--- config.mk ---
export PLATFORM = sky130hd
export DESIGN_NAME = csr_file_unit
export DESIGN_NICKNAME = d
export VERILOG_FILES = /design/src/rtl/csr_unit_pkg.sv /design/src/rtl/csr_addr_decode.sv /design/src/rtl/csr_rmw.sv /design/src/rtl/csr_fp_status.sv /design/src/rtl/csr_event_counter.sv /design/src/rtl/csr_file_unit.sv
export SDC_FILE = /design/constraint.sdc
export NUM_CORES = 1
export LEC_CHECK = 0
export ABC_AREA = 1
export BUFFER_PORTS_ARGS = -buffer_cell sky130_fd_sc_hd__buf_2
export CORE_MARGIN = 5
export CORE_UTILIZATION = 50
export DETAILED_ROUTE_END_ITERATION = 8
export PLACE_DENSITY = 0.71
export SYNTH_ARGS = -nofsm -noshare
export SYNTH_HDL_FRONTEND = slang
export SYNTH_SLANG_ARGS = --single-unit
--- constraint.sdc ---
create_clock -name clk -period 2.5 [get_ports clk]
set_input_delay 0 -clock clk [delete_from_list [all_inputs] [get_ports clk]]
set_output_delay 0 -clock clk [all_outputs]
set_load 0.01 [all_outputs]
--- src/rtl/csr_unit_pkg.sv ---
package csr_unit_pkg;

    typedef enum logic [1:0] {
        OP_READ  = 2'b00,
        OP_WRITE = 2'b01,
        OP_SET   = 2'b10,
        OP_CLEAR = 2'b11
    } csr_op_e;

    typedef enum logic [3:0] {
        SEL_NONE,
        SEL_FLAGS,
        SEL_RMODE,
        SEL_FSTAT,
        SEL_CYC,
        SEL_TIME,
        SEL_RET,
        SEL_CYC_HI,
        SEL_TIME_HI,
        SEL_RET_HI,
        SEL_ISA,
        SEL_IMPL
    } csr_sel_e;

    localparam int CSR_ADDR_W = 12;

    localparam logic [CSR_ADDR_W-1:0] A_FLAGS   = 12'h001;
    localparam logic [CSR_ADDR_W-1:0] A_RMODE   = 12'h002;
    localparam logic [CSR_ADDR_W-1:0] A_FSTAT   = 12'h003;
    localparam logic [CSR_ADDR_W-1:0] A_ISA     = 12'h301;
    localparam logic [CSR_ADDR_W-1:0] A_CYC     = 12'hC00;
    localparam logic [CSR_ADDR_W-1:0] A_TIME    = 12'hC01;
    localparam logic [CSR_ADDR_W-1:0] A_RET     = 12'hC02;
    localparam logic [CSR_ADDR_W-1:0] A_CYC_HI  = 12'hC80;
    localparam logic [CSR_ADDR_W-1:0] A_TIME_HI = 12'hC81;
    localparam logic [CSR_ADDR_W-1:0] A_RET_HI  = 12'hC82;
    localparam logic [CSR_ADDR_W-1:0] A_IMPL    = 12'hF13;

    localparam int FLAG_W   = 5;
    localparam int RMODE_W  = 3;
    localparam int FSTAT_W  = FLAG_W + RMODE_W;
    localparam int RMODE_LO = FLAG_W;

    localparam int HALF_W   = 32;
    localparam int N_COUNT  = 2;
    localparam int IDX_CYC  = 0;
    localparam int IDX_RET  = 1;

endpackage

--- src/rtl/csr_addr_decode.sv ---
module csr_addr_decode
    import csr_unit_pkg::*;
(
    input  logic [CSR_ADDR_W-1:0] addr,
    input  logic                  mode_rv32,
    output csr_sel_e              sel,
    output logic                  illegal
);

    logic hi_half;

    always_comb begin
        sel     = SEL_NONE;
        hi_half = 1'b0;
        case (addr)
            A_FLAGS:   sel = SEL_FLAGS;
            A_RMODE:   sel = SEL_RMODE;
            A_FSTAT:   sel = SEL_FSTAT;
            A_ISA:     sel = SEL_ISA;
            A_CYC:     sel = SEL_CYC;
            A_TIME:    sel = SEL_TIME;
            A_RET:     sel = SEL_RET;
            A_CYC_HI:  begin sel = SEL_CYC_HI;  hi_half = 1'b1; end
            A_TIME_HI: begin sel = SEL_TIME_HI; hi_half = 1'b1; end
            A_RET_HI:  begin sel = SEL_RET_HI;  hi_half = 1'b1; end
            A_IMPL:    sel = SEL_IMPL;
            default:   sel = SEL_NONE;
        endcase
        // high counter halves only exist in 32-bit mode
        illegal = (sel == SEL_NONE) || (hi_half && !mode_rv32);
    end

endmodule

--- src/rtl/csr_rmw.sv ---
module csr_rmw
    import csr_unit_pkg::*;
#(
    parameter int W = 8
) (
    input  csr_op_e        op,
    input  logic [W-1:0]   old_val,
    input  logic [W-1:0]   operand,
    output logic [W-1:0]   new_val,
    output logic           wr_en
);

    always_comb begin
        wr_en   = 1'b1;
        new_val = old_val;
        case (op)
            OP_WRITE: new_val = operand;
            OP_SET:   new_val = old_val | operand;
            OP_CLEAR: new_val = old_val & ~operand;
            default:  wr_en   = 1'b0;
        endcase
    end

endmodule

--- src/rtl/csr_fp_status.sv ---
module csr_fp_status
    import csr_unit_pkg::*;
(
    input  logic               clk,
    input  logic               rst_n,
    input  logic               wr_en,
    input  csr_sel_e           sel,
    input  logic [FSTAT_W-1:0] new_val,
    output logic [FSTAT_W-1:0] fstat_q
);

    logic [FSTAT_W-1:0] fstat_d;

    always_comb begin
        fstat_d = fstat_q;
        if (wr_en) begin
            case (sel)
                SEL_FLAGS: fstat_d[FLAG_W-1:0] = new_val[FLAG_W-1:0];
                SEL_RMODE: fstat_d[FSTAT_W-1:RMODE_LO] = new_val[RMODE_W-1:0];
                SEL_FSTAT: fstat_d = new_val;
                default:   fstat_d = fstat_q;
            endcase
        end
    end

    always_ff @(posedge clk) begin
        if (!rst_n) fstat_q <= '0;
        else        fstat_q <= fstat_d;
    end

endmodule

--- src/rtl/csr_event_counter.sv ---
module csr_event_counter #(
    parameter int W = 64
) (
    input  logic         clk,
    input  logic         rst_n,
    input  logic         inc,
    output logic [W-1:0] count_q
);

    logic [W-1:0] count_d;

    always_comb begin
        count_d = count_q;
        if (inc) count_d = count_q + W'(1);
    end

    always_ff @(posedge clk) begin
        if (!rst_n) count_q <= '0;
        else        count_q <= count_d;
    end

endmodule

--- src/rtl/csr_file_unit.sv ---
module csr_file_unit
    import csr_unit_pkg::*;
#(
    parameter int          XLEN    = 64,
    parameter int          CNT_W   = 64,
    parameter int          EXT_W   = 26,
    parameter logic [25:0] ISA_EXT = 26'h0001121,
    parameter logic [15:0] IMPL_ID = 16'h8000
) (
    input  logic                  clk,
    input  logic                  rst_n,
    input  logic                  req_valid,
    input  logic [CSR_ADDR_W-1:0] req_addr,
    input  logic [1:0]            req_op,
    input  logic [XLEN-1:0]       req_operand,
    input  logic                  mode_rv32,
    input  logic                  retire,
    output logic                  rsp_valid,
    output logic [XLEN-1:0]       rsp_data,
    output logic                  rsp_illegal
);

    localparam int UPPER_W   = XLEN - HALF_W;
    localparam int ISA_GAP64 = XLEN - 2 - EXT_W;
    localparam int ISA_GAP32 = HALF_W - 2 - EXT_W;
    localparam int ID_PAD    = XLEN - 16;

    typedef struct packed {
        logic            valid;
        logic            illegal;
        logic [XLEN-1:0] data;
    } rsp_t;

    csr_sel_e           sel;
    logic               illegal;
    csr_op_e            op_e;
    logic [FSTAT_W-1:0] fstat_q;
    logic [FSTAT_W-1:0] rmw_new;
    logic               rmw_wr;
    logic               fp_hit;
    logic               fp_wr;
    logic [XLEN-1:0]    read_val;
    logic [CNT_W-1:0]   cnt_q [N_COUNT];
    logic [CNT_W-1:0]   cycle_cnt;
    logic [CNT_W-1:0]   instret_cnt;
    logic [XLEN-1:0]    isa_val;
    rsp_t               rsp_d;
    rsp_t               rsp_q;

    assign op_e = csr_op_e'(req_op);

    csr_addr_decode u_dec (
        .addr      (req_addr),
        .mode_rv32 (mode_rv32),
        .sel       (sel),
        .illegal   (illegal)
    );

    // both event counters advance on the same retire strobe
    for (genvar g = 0; g < N_COUNT; g++) begin : g_cnt
        csr_event_counter #(.W(CNT_W)) u_cnt (
            .clk     (clk),
            .rst_n   (rst_n),
            .inc     (retire),
            .count_q (cnt_q[g])
        );
    end

    assign cycle_cnt   = cnt_q[IDX_CYC];
    assign instret_cnt = cnt_q[IDX_RET];

    function automatic logic [XLEN-1:0] lo_view(input logic [CNT_W-1:0] c, input logic m32);
        if (m32) return {{UPPER_W{1'b0}}, c[HALF_W-1:0]};
        return c[XLEN-1:0];
    endfunction

    function automatic logic [XLEN-1:0] hi_view(input logic [CNT_W-1:0] c);
        return {{UPPER_W{1'b0}}, c[CNT_W-1:CNT_W-HALF_W]};
    endfunction

    always_comb begin
        if (mode_rv32) isa_val = {{UPPER_W{1'b0}}, 2'b01, {ISA_GAP32{1'b0}}, ISA_EXT};
        else           isa_val = {2'b10, {ISA_GAP64{1'b0}}, ISA_EXT};
    end

    // value seen before the access
    always_comb begin
        read_val = '0;
        case (sel)
            SEL_FLAGS:   read_val = {{(XLEN-FLAG_W){1'b0}}, fstat_q[FLAG_W-1:0]};
            SEL_RMODE:   read_val = {{(XLEN-RMODE_W){1'b0}}, fstat_q[FSTAT_W-1:RMODE_LO]};
            SEL_FSTAT:   read_val = {{(XLEN-FSTAT_W){1'b0}}, fstat_q};
            SEL_CYC:     read_val = lo_view(cycle_cnt, mode_rv32);
            SEL_TIME:    read_val = lo_view(cycle_cnt, mode_rv32);
            SEL_RET:     read_val = lo_view(instret_cnt, mode_rv32);
            SEL_CYC_HI:  read_val = hi_view(cycle_cnt);
            SEL_TIME_HI: read_val = hi_view(cycle_cnt);
            SEL_RET_HI:  read_val = hi_view(instret_cnt);
            SEL_ISA:     read_val = isa_val;
            SEL_IMPL:    read_val = {{ID_PAD{1'b0}}, IMPL_ID};
            default:     read_val = '0;
        endcase
    end

    csr_rmw #(.W(FSTAT_W)) u_rmw (
        .op      (op_e),
        .old_val (read_val[FSTAT_W-1:0]),
        .operand (req_operand[FSTAT_W-1:0]),
        .new_val (rmw_new),
        .wr_en   (rmw_wr)
    );

    assign fp_hit = (sel == SEL_FLAGS) || (sel == SEL_RMODE) || (sel == SEL_FSTAT);
    assign fp_wr  = req_valid && !illegal && rmw_wr && fp_hit;

    csr_fp_status u_fp (
        .clk     (clk),
        .rst_n   (rst_n),
        .wr_en   (fp_wr),
        .sel     (sel),
        .new_val (rmw_new),
        .fstat_q (fstat_q)
    );

    always_comb begin
        rsp_d.valid   = req_valid;
        rsp_d.illegal = req_valid && illegal;
        rsp_d.data    = (req_valid && !illegal) ? read_val : '0;
    end

    always_ff @(posedge clk) begin
        if (!rst_n) rsp_q <= '0;
        else        rsp_q <= rsp_d;
    end

    assign rsp_valid   = rsp_q.valid;
    assign rsp_illegal = rsp_q.illegal;
    assign rsp_data    = rsp_q.data;

endmodule

==> run metrics <==
Final Util 58.17%; clock tree sinks 202; CTS tree done; CTS clk-pin slew, worst paths 60 ps; Clock Latency Late Sink 530 ps; crit-path max FO 5; cts repair resizes 0; EDFF count, synth 0; unrepaired setup endpoints after global routing false; detailed-route via count 11610; average size of a mapped cell 6.827 um^2; fin nets 1799; first-iteration detailed-routing DRC count 1236; Hold Crit Class in2reg; IO buf count 92; num ports 149; Max VDD drop 0.4569 mV; core area 0.02169 mm^2; dominant synthesized flop cell dfxtp_1; final hold vios 0; fmax 0.4707 GHz; Inserted Clock Buffers 24; critical path type reg2reg; number of diodes 0; routed vias/inst 5.783; CTS Root Cell clkbuf_16; routed wire length 39.16 mm; total track usage 30.91%; Worst EP arrival 2580 ps; first-pass GRT wire length 59.95 mm; Worst setup SP type flop; grt total ovfl 0; clock skew 9.554 ps; vias in the first global route 10880; P&R area growth vs syn 15.56%; Tcrit/Tclk final 84.99%; P per Cell Area 554.7 mW/mm^2; # DRC 0; worst-margin pin slew 618.7 ps; Die X-Extent 157.8 um; Routability Congestion 1.041; H-tree depth 1; flops & latches, synth 202; clock tree buffer depth 3; Tmin final 2125 ps; Cell Area, Synth 0.01092 mm^2; die height 157.8 um; TritonRoute pass-1 iters 6; layout cells sized above 1 14.36%; largest net degree at the start of global routing 51; setup TNS 0 ps; die area 0.02489 mm^2; CP Capture Type flop; CP required 2960 ps; Antenna Nets Post-Route 0; Cell variety after synth 48; Leak 4.609 nW; Syn. warnings 0; headroom to the max-slew limit 58.70%; run status finished clean; max cap viols 0; setup violators final 0; DR WL/cell 19.51 um; Mapped Nets 1684; Syn Inst Count 1599; DPL Wire Length 30.35 mm; Core Rows 54; initial antenna violation count 1; initial core utilization 50.33%; Max Slew Vio Count 0; sequential area share after synthesis 37.04%; ys async rst share 0%
## Yosys cell counts, types with 14 or more instances
master | number | area share, %
dfxtp_1 | 202 | 37
nor2_2 | 14 | 0.80
nor2_4 | 14 | 1.4
a21oi_1 | 98 | 4.5
o22ai_1 | 20 | 1.1
o21ai_0 | 71 | 3.3
clkbuf_1 | 23 | 0.79
a22oi_1 | 36 | 2.5
a221oi_1 | 20 | 1.6
inv_1 | 197 | 6.8
nor3_1 | 81 | 3.7
nand4_1 | 47 | 2.7
inv_2 | 17 | 0.58
nand2_1 | 278 | 9.6
nor2_1 | 246 | 8.5
nand3_1 | 89 | 4.1
## cell families after synthesis
logic type / after synthesis / synth area share (%)
and+or+nand+nor: 844 / 37.01
AOI/OAI and AO/OA: 272 / 14.66
buffers and inverters: 260 / 9.536
DFF: 202 / 37.04
xor gates and xnor gates: 19 / 1.524
adders and majority gates: 2 / 0.2292
## critical path, stage by stage, from the launching register on
cell     delay (ps)
dfxtp_1         490
nand2_1         140
inv_1            90
nand2_1         120
nor4_2          570
nand2_1         160
nor3_1          230
o21ai_0         110
a21oi_1         140
## worst paths after layout
path | to | slack, ps | cells after the start | from
min | u_fp.fstat_q[5] | 20 | 7 | req_operand[5]
max | g_cnt[0].u_cnt.count_q[59] | 380 | 8 | g_cnt[0].u_cnt.count_q[15]
max reg2reg | g_cnt[0].u_cnt.count_q[59] | 380 | 8 | g_cnt[0].u_cnt.count_q[15]
min reg2reg | u_fp.fstat_q[7] | 500 | 2 | u_fp.fstat_q[7]
## area by class of cell
cell class | count | area [um^2]
clock buffers | 35 | 713.2
fillers | 2093 | 9072
flip-flops and latches | 202 | 4044
repair buffers | 133 | 793.3
clock inverters | 4 | 70.07
multi-input cells | 1137 | 5834
well taps | 280 | 350.3
inverters | 216 | 810.8
## stage by stage
| stage | cells | setup WS, ps | instance area [um^2] | total power (W) | hold slack, ps |
|---|---|---|---|---|---|
| after global placement | 1958 | 439.8 | 11730 | 0.003491 | 288.4 |
| after floorplan | 1599 | 748.5 | 10920 | 0.003421 | 174.7 |
| after global routing | 2007 | 156.8 | 12620 | 0.007192 | 83.43 |
| after detailed placement | 1958 | 421.3 | 11730 | 0.003496 | 301.0 |
| final | 2007 | 375.3 | 12620 | 0.006997 | 17.82 |
| after CTS | 2007 | 424.7 | 12620 | 0.007017 | 4.828 |
## report_power, final
part           total [W]  switching (W)  internal (W)
clock            0.00356        0.00140       0.00216
sequential       0.00323     0.00000753       0.00323
combinational   0.000204       0.000138     0.0000664
## state kept, by name (all words and copies together) (netlist names)
signal	cells
rsp_illegal	1
rsp_data	64
u_fp.fstat_q	8
g_cnt.u_cnt.count_q	128
rsp_valid	1
## layer usage
| metal | routed length (um) | vias to the layer above | track usage, % |
|---|---|---|---|
| li1 | - | 5595 | - |
| met5 | 0 | - | 0 |
| met3 | 3723 | 101 | 6.588 |
| met1 | 16010 | 5347 | 41.24 |
| met4 | 1674 | 0 | 12.62 |
| met2 | 17750 | 563 | 48.82 |
## what timing repair did
action | CTS | global route
endpoints found under the hold margin | 15 | 0
hold buffers | 10 | 0
endpoints found under the setup margin | 0 | 0
setup buffers | 0 | 0
## layout by cell type, fill, tap and decap left out, drive strengths merged, types with 11 or more instances in the layout
master and count:
nand2 286, a21oi 98, clkbuf 35, xor2 13, dfxtp 202, nor4 18, a221oi 20, a22oi 36
o22ai 20, inv 214, nor3 96, nand3 98, o21ai 74, a31oi 11, nand4 49, buf 123
nor2 274
(Power assumes the default switching activity.)
